===== config.mk =====
export PLATFORM = sky130hd
export DESIGN_NAME = walsh_wave_gen
export DESIGN_NICKNAME = d
export VERILOG_FILES = /design/src/rtl/walshgen_pkg.sv /design/src/rtl/wg_down_counter.sv /design/src/rtl/wg_parity_net.sv /design/src/rtl/walsh_wave_gen.sv
export SDC_FILE = /design/constraint.sdc
export NUM_CORES = 1
export LEC_CHECK = 0
export BUFFER_PORTS_ARGS = -buffer_cell sky130_fd_sc_hd__clkbuf_2
export CORE_AREA = 2 2 39 41
export CTS_BUF_LIST = sky130_fd_sc_hd__clkbuf_4 sky130_fd_sc_hd__clkbuf_8
export DETAILED_ROUTE_END_ITERATION = 7
export DIE_AREA = 0 0 41 43
export GPL_ROUTABILITY_DRIVEN = 1
export PLACE_DENSITY = 0.61
export SYNTH_ARGS = -nofsm -noshare
export SYNTH_HDL_FRONTEND = slang
export SYNTH_HIERARCHICAL = 1
export SYNTH_SLANG_ARGS = --single-unit

===== constraint.sdc =====
create_clock -name clk -period 1.8 [get_ports clk]
set_input_delay 0.18 -clock clk [delete_from_list [all_inputs] [get_ports clk]]
set_output_delay 0.18 -clock clk [all_outputs]
set_load 0.03 [all_outputs]

===== src/rtl/walshgen_pkg.sv =====
package walshgen_pkg;
  // Next-state selection for the phase counter.
  typedef enum logic [1:0] {
    WG_HOLD_RESET = 2'd0,
    WG_LOAD       = 2'd1,
    WG_STEP       = 2'd2
  } wg_op_e;
endpackage


===== src/rtl/wg_down_counter.sv =====
module wg_down_counter
  import walshgen_pkg::*;
#(
  parameter int ORDER = 3
) (
  input  logic             clk,
  input  logic             rst,
  input  logic             load_en,
  input  logic [ORDER-1:0] load_seed,
  output logic [ORDER-1:0] cnt_q,
  output logic [ORDER-1:0] cnt_d
);
  localparam logic [ORDER-1:0] CNT_ONE = ORDER'(1);

  wg_op_e op;

  always_comb begin
    if (rst)          op = WG_HOLD_RESET;
    else if (load_en) op = WG_LOAD;
    else              op = WG_STEP;
  end

  always_comb begin
    case (op)
      WG_HOLD_RESET: cnt_d = '1;
      WG_LOAD:       cnt_d = load_seed;
      default:       cnt_d = cnt_q - CNT_ONE;
    endcase
  end

  always_ff @(posedge clk) begin
    cnt_q <= cnt_d;
  end

  AST_CNT_STEP: assert property (@(posedge clk) disable iff (rst)
    $past(!rst && !load_en) |-> cnt_q == $past(cnt_q) - CNT_ONE);
  AST_CNT_LOAD: assert property (@(posedge clk) disable iff (rst)
    $past(!rst && load_en) |-> cnt_q == $past(load_seed));
  AST_RST_PRIO: assert property (@(posedge clk)
    $past(rst) |-> &cnt_q);
endmodule


===== src/rtl/wg_parity_net.sv =====
module wg_parity_net #(
  parameter int ORDER = 3,
  parameter int NFUNC = 1 << ORDER
) (
  input  logic [ORDER-1:0] cnt,
  output logic [NFUNC-1:0] rows
);
  logic [ORDER-1:0] phase;
  assign phase = ~cnt;

  for (genvar k = 0; k < NFUNC; k++) begin : g_row
    localparam logic [ORDER-1:0] SEL = ORDER'(k);
    // +1 entry (logic 1) when the selected phase bits have even parity
    assign rows[k] = ~(^(SEL & phase));
  end
endmodule


===== src/rtl/walsh_wave_gen.sv =====
module walsh_wave_gen #(
  parameter int ORDER = 3,
  localparam int NFUNC = 1 << ORDER
) (
  input  logic             clk,
  input  logic             rst,
  input  logic             load_en,
  input  logic [ORDER-1:0] load_seed,
  output logic [NFUNC-1:0] walsh_o
);
  logic [ORDER-1:0] cnt_q;
  logic [ORDER-1:0] cnt_d;
  logic [NFUNC-1:0] rows_d;

  wg_down_counter #(.ORDER(ORDER)) u_cnt (
    .clk      (clk),
    .rst      (rst),
    .load_en  (load_en),
    .load_seed(load_seed),
    .cnt_q    (cnt_q),
    .cnt_d    (cnt_d)
  );

  // Rows are taken from the next counter value so that the
  // registered bus lines up with the counter state.
  wg_parity_net #(.ORDER(ORDER), .NFUNC(NFUNC)) u_par (
    .cnt (cnt_d),
    .rows(rows_d)
  );

  always_ff @(posedge clk) begin
    if (rst) walsh_o <= '1;
    else     walsh_o <= rows_d;
  end

  AST_RESET_ROW: assert property (@(posedge clk)
    $past(rst) |-> &walsh_o);
  AST_ROW0_HIGH: assert property (@(posedge clk) disable iff (rst)
    !$past(rst) |-> walsh_o[0]);
  AST_W1_TOGGLE: assert property (@(posedge clk) disable iff (rst)
    $past(!rst && !load_en) |-> walsh_o[1] != $past(walsh_o[1]));

  for (genvar i = 0; i < ORDER; i++) begin : g_chk
    localparam int IDX = 1 << i;
    AST_SINGLE_BIT: assert property (@(posedge clk) disable iff (rst)
      $past(!rst) |-> walsh_o[IDX] == cnt_q[i]);
  end
endmodule


# Word level (Yosys, flattened, before mapping)
# Index checks and enable logic that the tools add are counted.
[totals] ff_bits=11 input_bits=6 output_inout_bits=8 wordCells=24
[op_classes] add_sub_neg=1 n_eq_ne=1 muxes=3 bitwise=8 reduce_logical=8
[op_table] operator="3-bit parity" n=7
[op_table] operator="1-bit inverter" n=7
[op_table] operator="3-bit case mux with 2 select lines" n=1
[op_table] operator="2-bit 2-to-1 mux" n=2
[op_table] operator="3-bit inverter" n=1
[op_table] operator="3-bit by 1-bit subtractor with 3-bit output (second input constant)" n=1
[op_table] operator="2-bit by 1-bit equality test with 1-bit output (second input constant)" n=1
[op_table] operator="2-bit zero test" n=1

# Logic depth before layout (Yosys ltp)
# Gate-level depths: netlist (run 1).
[logic_depth] depth_word=7 ltp_mapped=6 depth_no_buf=6

# Hierarchy
# The synthesis (run 1) kept the hierarchy.
[modules_own_cells] module="walsh_wave_gen" n_inst=1 cells_per_inst=16 area_each_um2=210.2 seq_area_each_um2=160.2
[modules_own_cells] module="wg_down_counter" n_inst=1 cells_per_inst=15 area_each_um2=138.9 seq_area_each_um2=60.1
[modules_own_cells] module="wg_parity_net" n_inst=1 cells_per_inst=9 area_each_um2=83.8 seq_area_each_um2=0.0

# Least setup slack after synthesis (run 1)
# Ideal clock, no wire load.
[synth_path] path_kind="reg-to-reg" start="register u_cnt.cnt_q[0]" end="register walsh_o[7]" setup_time_ns=0.120 arrival_ns=1.430 t_required_ns=1.680 setup_slack_ns=0.250 stages_incl_launch_ff=7 path_buffers=0 synth_period_minus_slack_ns=1.550 path_cell_list="dfxtp_1 > inv_1 > ha_1 > xnor2_1 > a21oi_1 > xor3_1 > or2_1"
[synth_between] elab_chain_cells=5
[synth_lines] element="start: declaration" line="wg_down_counter.sv:10" rtl="output logic [ORDER-1:0] cnt_q,"
[synth_lines] element="start signal: assignment" line="wg_down_counter.sv:32" rtl="cnt_q <= cnt_d;"
[synth_lines] element="3-bit by 1-bit subtractor with 3-bit output" line="wg_down_counter.sv:27" rtl="default: cnt_d = cnt_q - CNT_ONE;"
[synth_lines] element="3-bit case mux with 2 select lines" line="wg_down_counter.sv:24" rtl="case (op)"
[synth_lines] element="named net cnt_d[2]" line="walsh_wave_gen.sv:12" rtl="logic [ORDER-1:0] cnt_d;"
[synth_lines] element="3-bit inverter" line="wg_parity_net.sv:9" rtl="assign phase = ~cnt;"
[synth_lines] element="3-bit parity" line="wg_parity_net.sv:14" rtl="assign rows[k] = ~(^(SEL & phase));"
[synth_lines] element="1-bit inverter" line="wg_parity_net.sv:14"
[synth_lines] element="named net rows_d[7]" line="walsh_wave_gen.sv:13" rtl="logic [NFUNC-1:0] rows_d;"
[synth_lines] element="end signal: assignment" line="walsh_wave_gen.sv:33" rtl="else walsh_o <= rows_d;"
[synth_lines] element="end: declaration" line="walsh_wave_gen.sv:9" rtl="output logic [NFUNC-1:0] walsh_o"
# The timed path passes the listed nets, and every way through them passes these cells.
# A chain may end at the register's enable or synchronous reset.

# Worst setup path in the final report (run 1)
# Ends and elaborated chain as after synthesis.

==> results of run 1 <==
power breakdown:
| part | total [mW] | switching [mW] | leakage [nW] | internal, mW |
|---|---|---|---|---|
| Combinational | 0.0986 | 0.0562 | 0.145 | 0.0424 |
| Clock | 0.183 | 0.0826 | 0.0184 | 0.101 |
| Sequential | 0.267 | 0.00515 | 0.0913 | 0.262 |
| Total | 0.549 | 0.144 | 0.255 | 0.405 |
state kept, by name, indices dropped and copies added, names as in the netlist:
register / flops
walsh_o: 8
u_cnt/cnt_q: 3
cell usage in the layout, fill, tap and decap left out, drive strengths merged:
master / instances
nand2b: 1
a211o: 1
a21o: 1
a21oi: 1
conb: 1
or2b: 1
inv: 2
or2: 8
nor2: 2
nor3b: 1
ha: 1
clkbuf: 17
xor3: 1
buf: 1
dfxtp: 11
xnor2: 4
layout make-up:
cell class / instances / area [sq um] / area share, %
sequential: 11 / 220 / 41.9
multi-input combinational: 23 / 175 / 33.3
timing repair buffer: 14 / 72.6 / 13.8
clock buffer: 4 / 30.0 / 5.71
tap: 16 / 20.0 / 3.81
inverter: 2 / 7.51 / 1.43
logic make-up (layout without fill, tap and decap cells):
group / count (synthesis) / in the layout / share of synthesized area [%]
and+or+nand+nor: 13 / 13 / 18.2
DFF: 11 / 11 / 50.9
buffers and inverters: 6 / 20 / 8.67
xor gates and xnor gates: 5 / 5 / 13.6
AOI/OAI and AO/OA: 3 / 3 / 4.91
adders and majority gates: 1 / 1 / 2.89
other: 1 / 1 / 0.866
routing by layer:
metal	vias to the layer above	GRT usage, %	share of wire (%)
li1	147	-	-
met1	124	10.5	43
met2	7	14.1	50
met3	2	1.57	4.3
met4	0	10.0	2.1
met5	-	0	0
worst paths after layout:
check	slack [ns]	end	startpoint
max	0.18	walsh_o[7]	u_cnt/cnt_q[0]
min	0.26	walsh_o[1]	rst
max reg2reg	0.18	walsh_o[7]	u_cnt/cnt_q[0]
min reg2reg	0.66	u_cnt/cnt_q[0]	u_cnt/cnt_q[0]
critical path, delay by kind of cell (launching register included):
kind	cells	cell delay, ns
compound gates	1	0.25
xor+xnor	1	0.35
fa+ha+maj	1	0.27
buf+inv	1	0.05
flops	1	0.33
simple gates	2	0.27
through the flow:
stage / power (mW) / worst slack (ns)
2_1_floorplan: 0.351 / 0.250
3_3_place_gp: 0.372 / 0.189
3_5_place_dp: 0.373 / 0.199
4_1_cts: 0.556 / 0.178
5_1_grt: 0.578 / 0.0860
6_report: 0.549 / 0.177
==> impl_metrics.py, run 1 <==
metrics = {
    "clock_network": {
        "clkLatencyLatePin_ns": 0.26,
        "clk_pin_slew_worst_paths_ns": 0.07,
        "numCtsBuffers": 3,
        "cts-root-buf": "clkbuf_4",
        "clock_sinks": 11,
        "ctsResizeCount": 0,
        "holdBufCountCts": 0,
        "cts_setup_buffers": 0,
        "clk_path_buf_depth": 2,
        "h-tree-depth": 1,
        "cts_tree": "yes",
    },
    "finish": {
        "fin_cells": 70,
        "nets": 62,
        "fin_util_pct": 38.0,
        "syn2layout_area_growth_pct": 21.4,
        "antenna_cells": 0,
        "fillers": 133,
        "drive_above_1_share_pct": 33.3,
        "final_area_sq_um": 526,
    },
    "routing": {
        "drtPass1Iterations": 1,
        "drc_errors": 0,
        "viasPerCell": 4.00,
        "routed_wl_um": 654,
        "wl_per_cell_um": 9.34,
        "first_iter_violations": 0,
        "postRouteAntennaNets": 0,
        "vias": 280,
    },
    "place": {
        "dp_hpwl_um": 487,
        "placed_cell_area_sq_um": 495,
        "place_inst": 66,
        "gp_congestion": 0.703,
        "io_buffers": 13,
    },
    "floorplan": {
        "die_area_sq_um": 1760,
        "die_w_um": 41,
        "core_area_sq_um": 1380,
        "die_y_um": 43,
        "ioPinCount": 14,
        "fp-row-count": 14,
        "start_util_pct": 31.3,
    },
    "timing": {
        "fmax_ghz": 0.616,
        "finalHoldViolations": 0,
        "period_minus_slack_ns": 1.62,
        "post-route-period-util_pct": 90.2,
        "fin_skew_ns": 0.000991,
        "rsz0062_at_grt": "false",
        "slew_viol_final": 0,
        "fin_setup_tns_ns": 0,
        "setup_viol": 0,
        "holdWs_ns": 0.265,
    },
    "yosys": {
        "synth_common_cells": "dfxtp_1, or2_1, buf_4, xnor2_1",
        "synth_top_cell_by_area": "dfxtp_1",
        "ys_seq_area_share_pct": 50.9,
        "synth_seq_cells": 11,
        "synth_cell_types": 15,
        "synthArstFlopShare_pct": 0,
        "synth_ff_type": "dfxtp_1",
        "synthTopCellsByArea": "dfxtp_1, or2_1, xnor2_1",
        "syn-instance-count": 40,
        "synth_fp_nets": 47,
        "synth_edf_count": 0,
        "yosys_warnings": 6,
        "post-synth-top-area-fraction_pct": 50.9,
        "synth.most_common_cell": "dfxtp_1",
        "avgSynthCellArea_sq_um": 10.8,
        "netlist_area_sq_um": 433,
    },
    "worst_setup_path": {
        "startpoint_type": "flip-flop",
        "r2r_cells": 6,
        "slowest_delay_ns": 0.35,
        "cp_max_fo": 5,
        "cp-end-kind": "flip-flop",
        "crit_chain": "inv_1 -> ha_1 -> nand2b_1 -> a21o_1 -> xor3_1 -> or2_1",
        "worstPathArrival_ns": 1.78,
        "worstSetupPathType": "reg -> reg",
        "required_ns": 1.96,
        "worst_path_max_delay_cell": "xor3_1",
    },
    "power": {
        "p_leak_nw": 0.255,
        "power_density_nw_per_um2": 1050,
        "ir_drop_uv": 237,
    },
    "worst_hold_path": {
        "hold_class": "in -> reg",
        "min_path_cells": 2,
    },
    "global_routing": {
        "track_usage_pct": 9.60,
        "grt_max_degree": 13,
        "antenna_found_initial": 0,
        "overflow": 0,
        "grt_first_pass_wirelength_mm": 1.10,
        "grt_pass1_vias": 268,
    },
    "run": {
        "max-cap-violations": 0,
    },
    "outcome": {
        "status": "completed",
    },
}
Note: power is estimated with default switching activity, not from simulation.
==> run 2, diff against run 1 <==
==> constraint.sdc (replaced) <==
create_clock -name clk -period 1.5 [get_ports clk]
set_input_delay 0.15 -clock clk [delete_from_list [all_inputs] [get_ports clk]]
set_output_delay 0.15 -clock clk [all_outputs]
set_load 0.03 [all_outputs]
==> run 2 against run 1 <==
Effect of this change:
- global-route usage is 0.22 points lower
- via count is 6.8% higher
- hold slack worse by 0.037 ns
- wire length is 2.6% higher
- critical path type unchanged
==> impl_metrics.py, run 2 (same netlist as run 1, synthesis figures left out) <==
metrics = {
    "global_routing": {
        "track_usage_pct": 9.38,
        "overflow": 0,
        "grt_pass1_vias": 250,
        "antenna_found_initial": 0,
        "grt_max_degree": 13,
        "grt_first_pass_wirelength_um": 986,
    },
    "finish": {
        "final_cell_mix": "clkbuf_2, dfxtp_1, or2_1, clkbuf_4, xnor2_1",
        "reg_top3": "walsh_o (8), u_cnt/cnt_q (3)",
        "syn2layout_area_growth_pct": 31.5,
        "antenna_cells": 0,
        "nets": 65,
        "fillers": 141,
        "final_common_cell": "clkbuf_2",
        "final_area_sq_um": 569,
        "drive_above_1_share_pct": 43.9,
        "largest_reg_flops": 8,
        "largest_register": "walsh_o",
    },
    "routing": {
        "drc_errors": 0,
        "top_layer_used": "met4",
        "dr_wl_met2_um": 346,
        "first_iter_violations": 1,
        "postRouteAntennaNets": 0,
        "wl_met1_um": 278,
        "viasPerCell": 4.10,
        "wl_met3_um": 35,
        "drtPass1Iterations": 2,
        "routed_wl_um": 671,
        "vias": 299,
        "wl_per_cell_um": 9.19,
    },
    "power": {
        "swShare_pct": 26.2,
        "p_switching_uw": 176,
        "pwr-share-clk_pct": 32.5,
        "seq_power_share_pct": 47.6,
        "p_comb_share_pct": 19.9,
        "ir_drop_uv": 415,
        "p_leak_nw": 0.267,
        "p_int_uw": 498,
        "power_density_nw_per_um2": 1180,
    },
    "worst_setup_path": {
        "worstSetupPathType": "reg -> reg",
        "worstPathArrival_ns": 1.62,
        "cp_max_fo": 2,
        "worst_path_max_delay_cell": "dfxtp_2",
        "crit_chain": "inv_2 -> ha_4 -> xnor2_1 -> a21oi_2 -> xor3_1 -> or2_1",
        "slowest_delay_ns": 0.34,
        "required_ns": 1.66,
        "cp-end-kind": "flip-flop",
        "startpoint_type": "flip-flop",
    },
    "timing": {
        "fin_skew_ns": 0.00993,
        "post-route-period-util_pct": 97.4,
        "finalHoldViolations": 0,
        "slew_viol_final": 0,
        "setup_viol": 0,
        "holdWs_ns": 0.228,
        "period_minus_slack_ns": 1.46,
        "rsz0062_at_grt": "true",
        "fmax_ghz": 0.685,
    },
    "outcome": {
        "status": "completed",
    },
    "clock_network": {
        "numCtsBuffers": 3,
        "clk_path_buf_depth": 2,
        "clock_sinks": 11,
        "h-tree-depth": 1,
        "clk_pin_slew_worst_paths_ns": 0.08,
        "cts_tree": "yes",
        "clkLatencyLatePin_ns": 0.27,
        "cts-root-buf": "clkbuf_4",
    },
    "floorplan": {
        "fp-row-count": 14,
        "core_area_sq_um": 1380,
        "ioPinCount": 14,
        "die_area_sq_um": 1760,
        "die_w_um": 41,
        "start_util_pct": 31.3,
        "die_y_um": 43,
    },
    "place": {
        "io_buffers": 13,
        "gp_congestion": 0.644,
        "placed_cell_area_sq_um": 514,
        "dp_hpwl_um": 457,
    },
    "worst_hold_path": {
        "hold_class": "in -> reg",
    },
    "run": {
        "max-cap-violations": 0,
    },
}
==> run 2: cell types whose count changed in the layout (fill, tap and decap cells not counted) <==
cell	previous run	this run
a21oi_2	0	1
buf_6	0	1
buf_4	1	3
ha_1	1	0
inv_1	2	1
a21oi_1	1	0
inv_2	0	1
dfxtp_1	11	10
ha_4	0	1
dfxtp_2	0	1
==> run 2: worst max-delay path, delay by kind of cell (launching register included) <==
kind / cells / cell delay (ns)
fa+ha+maj: 1 / 0.15
xor+xnor: 2 / 0.44
buf+inv: 1 / 0.05
compound gates: 1 / 0.17
simple gates: 1 / 0.21
flops: 1 / 0.34
==> run 2: per-layer routing <==
layer	up-vias	GRT usage [%]
li1	154	-
met1	138	8.14
met2	5	13.8
met3	2	4.71
met4	0	10.0
met5	-	0
==> run 2: power by group through the flow <==
stage	Combinational, mW	Clock [mW]	Sequential (mW)
after floorplan	0.0606	0	0.362
final	0.134	0.219	0.321
after global routing	0.145	0.244	0.324
after detailed placement	0.127	0	0.327
after CTS	0.131	0.229	0.321
after global placement	0.125	0	0.327
==> run 2: timing repair <==
item / 4_1_cts / 5_1_grt
pin swaps: 4 / 2
setup buffers: 1 / 0
endpoints found under the setup margin: 1 / 3
hold endpoints to repair: 0 / 0
gates resized for setup: 2 / 3
hold buffers: 0 / 0
==> run 2: stage by stage <==
stage / total power [mW] / worst slack (ns) / utilization [%] / instances / setup TNS [ns]
global route: 0.713 / -0.0113 / 41.1 / 73 / -0.0113
finish: 0.675 / 0.0397 / 41.1 / 73 / 0
CTS: 0.680 / -0.00239 / 40.1 / 73 / -0.00239
floorplan: 0.422 / -0.0124 / - / 40 / -0.0124
global placement: 0.452 / 0.0102 / 37.2 / 68 / 0
detailed placement: 0.454 / -0.0345 / 37.2 / 68 / -0.0345
==> run 2: worst paths after layout <==
kind | startpoint | cells past startpoint | slack (ns) | to
hold / removal | rst | 2 | 0.23 | walsh_o[7]
setup reg to reg | u_cnt/cnt_q[0] | 6 | 0.04 | walsh_o[7]
hold reg to reg | u_cnt/cnt_q[2] | 3 | 0.72 | u_cnt/cnt_q[2]
setup / recovery | u_cnt/cnt_q[0] | 6 | 0.04 | walsh_o[7]
==> run 2: layout make-up <==
cell class	count	area [sq um]	area share (%)
clock buffer	4	30.0	5.27
multi-input combinational	23	191	33.6
timing repair buffer	17	98.8	17.4
inverter	2	7.51	1.32
sequential	11	221	38.9
tap	16	20.0	3.52
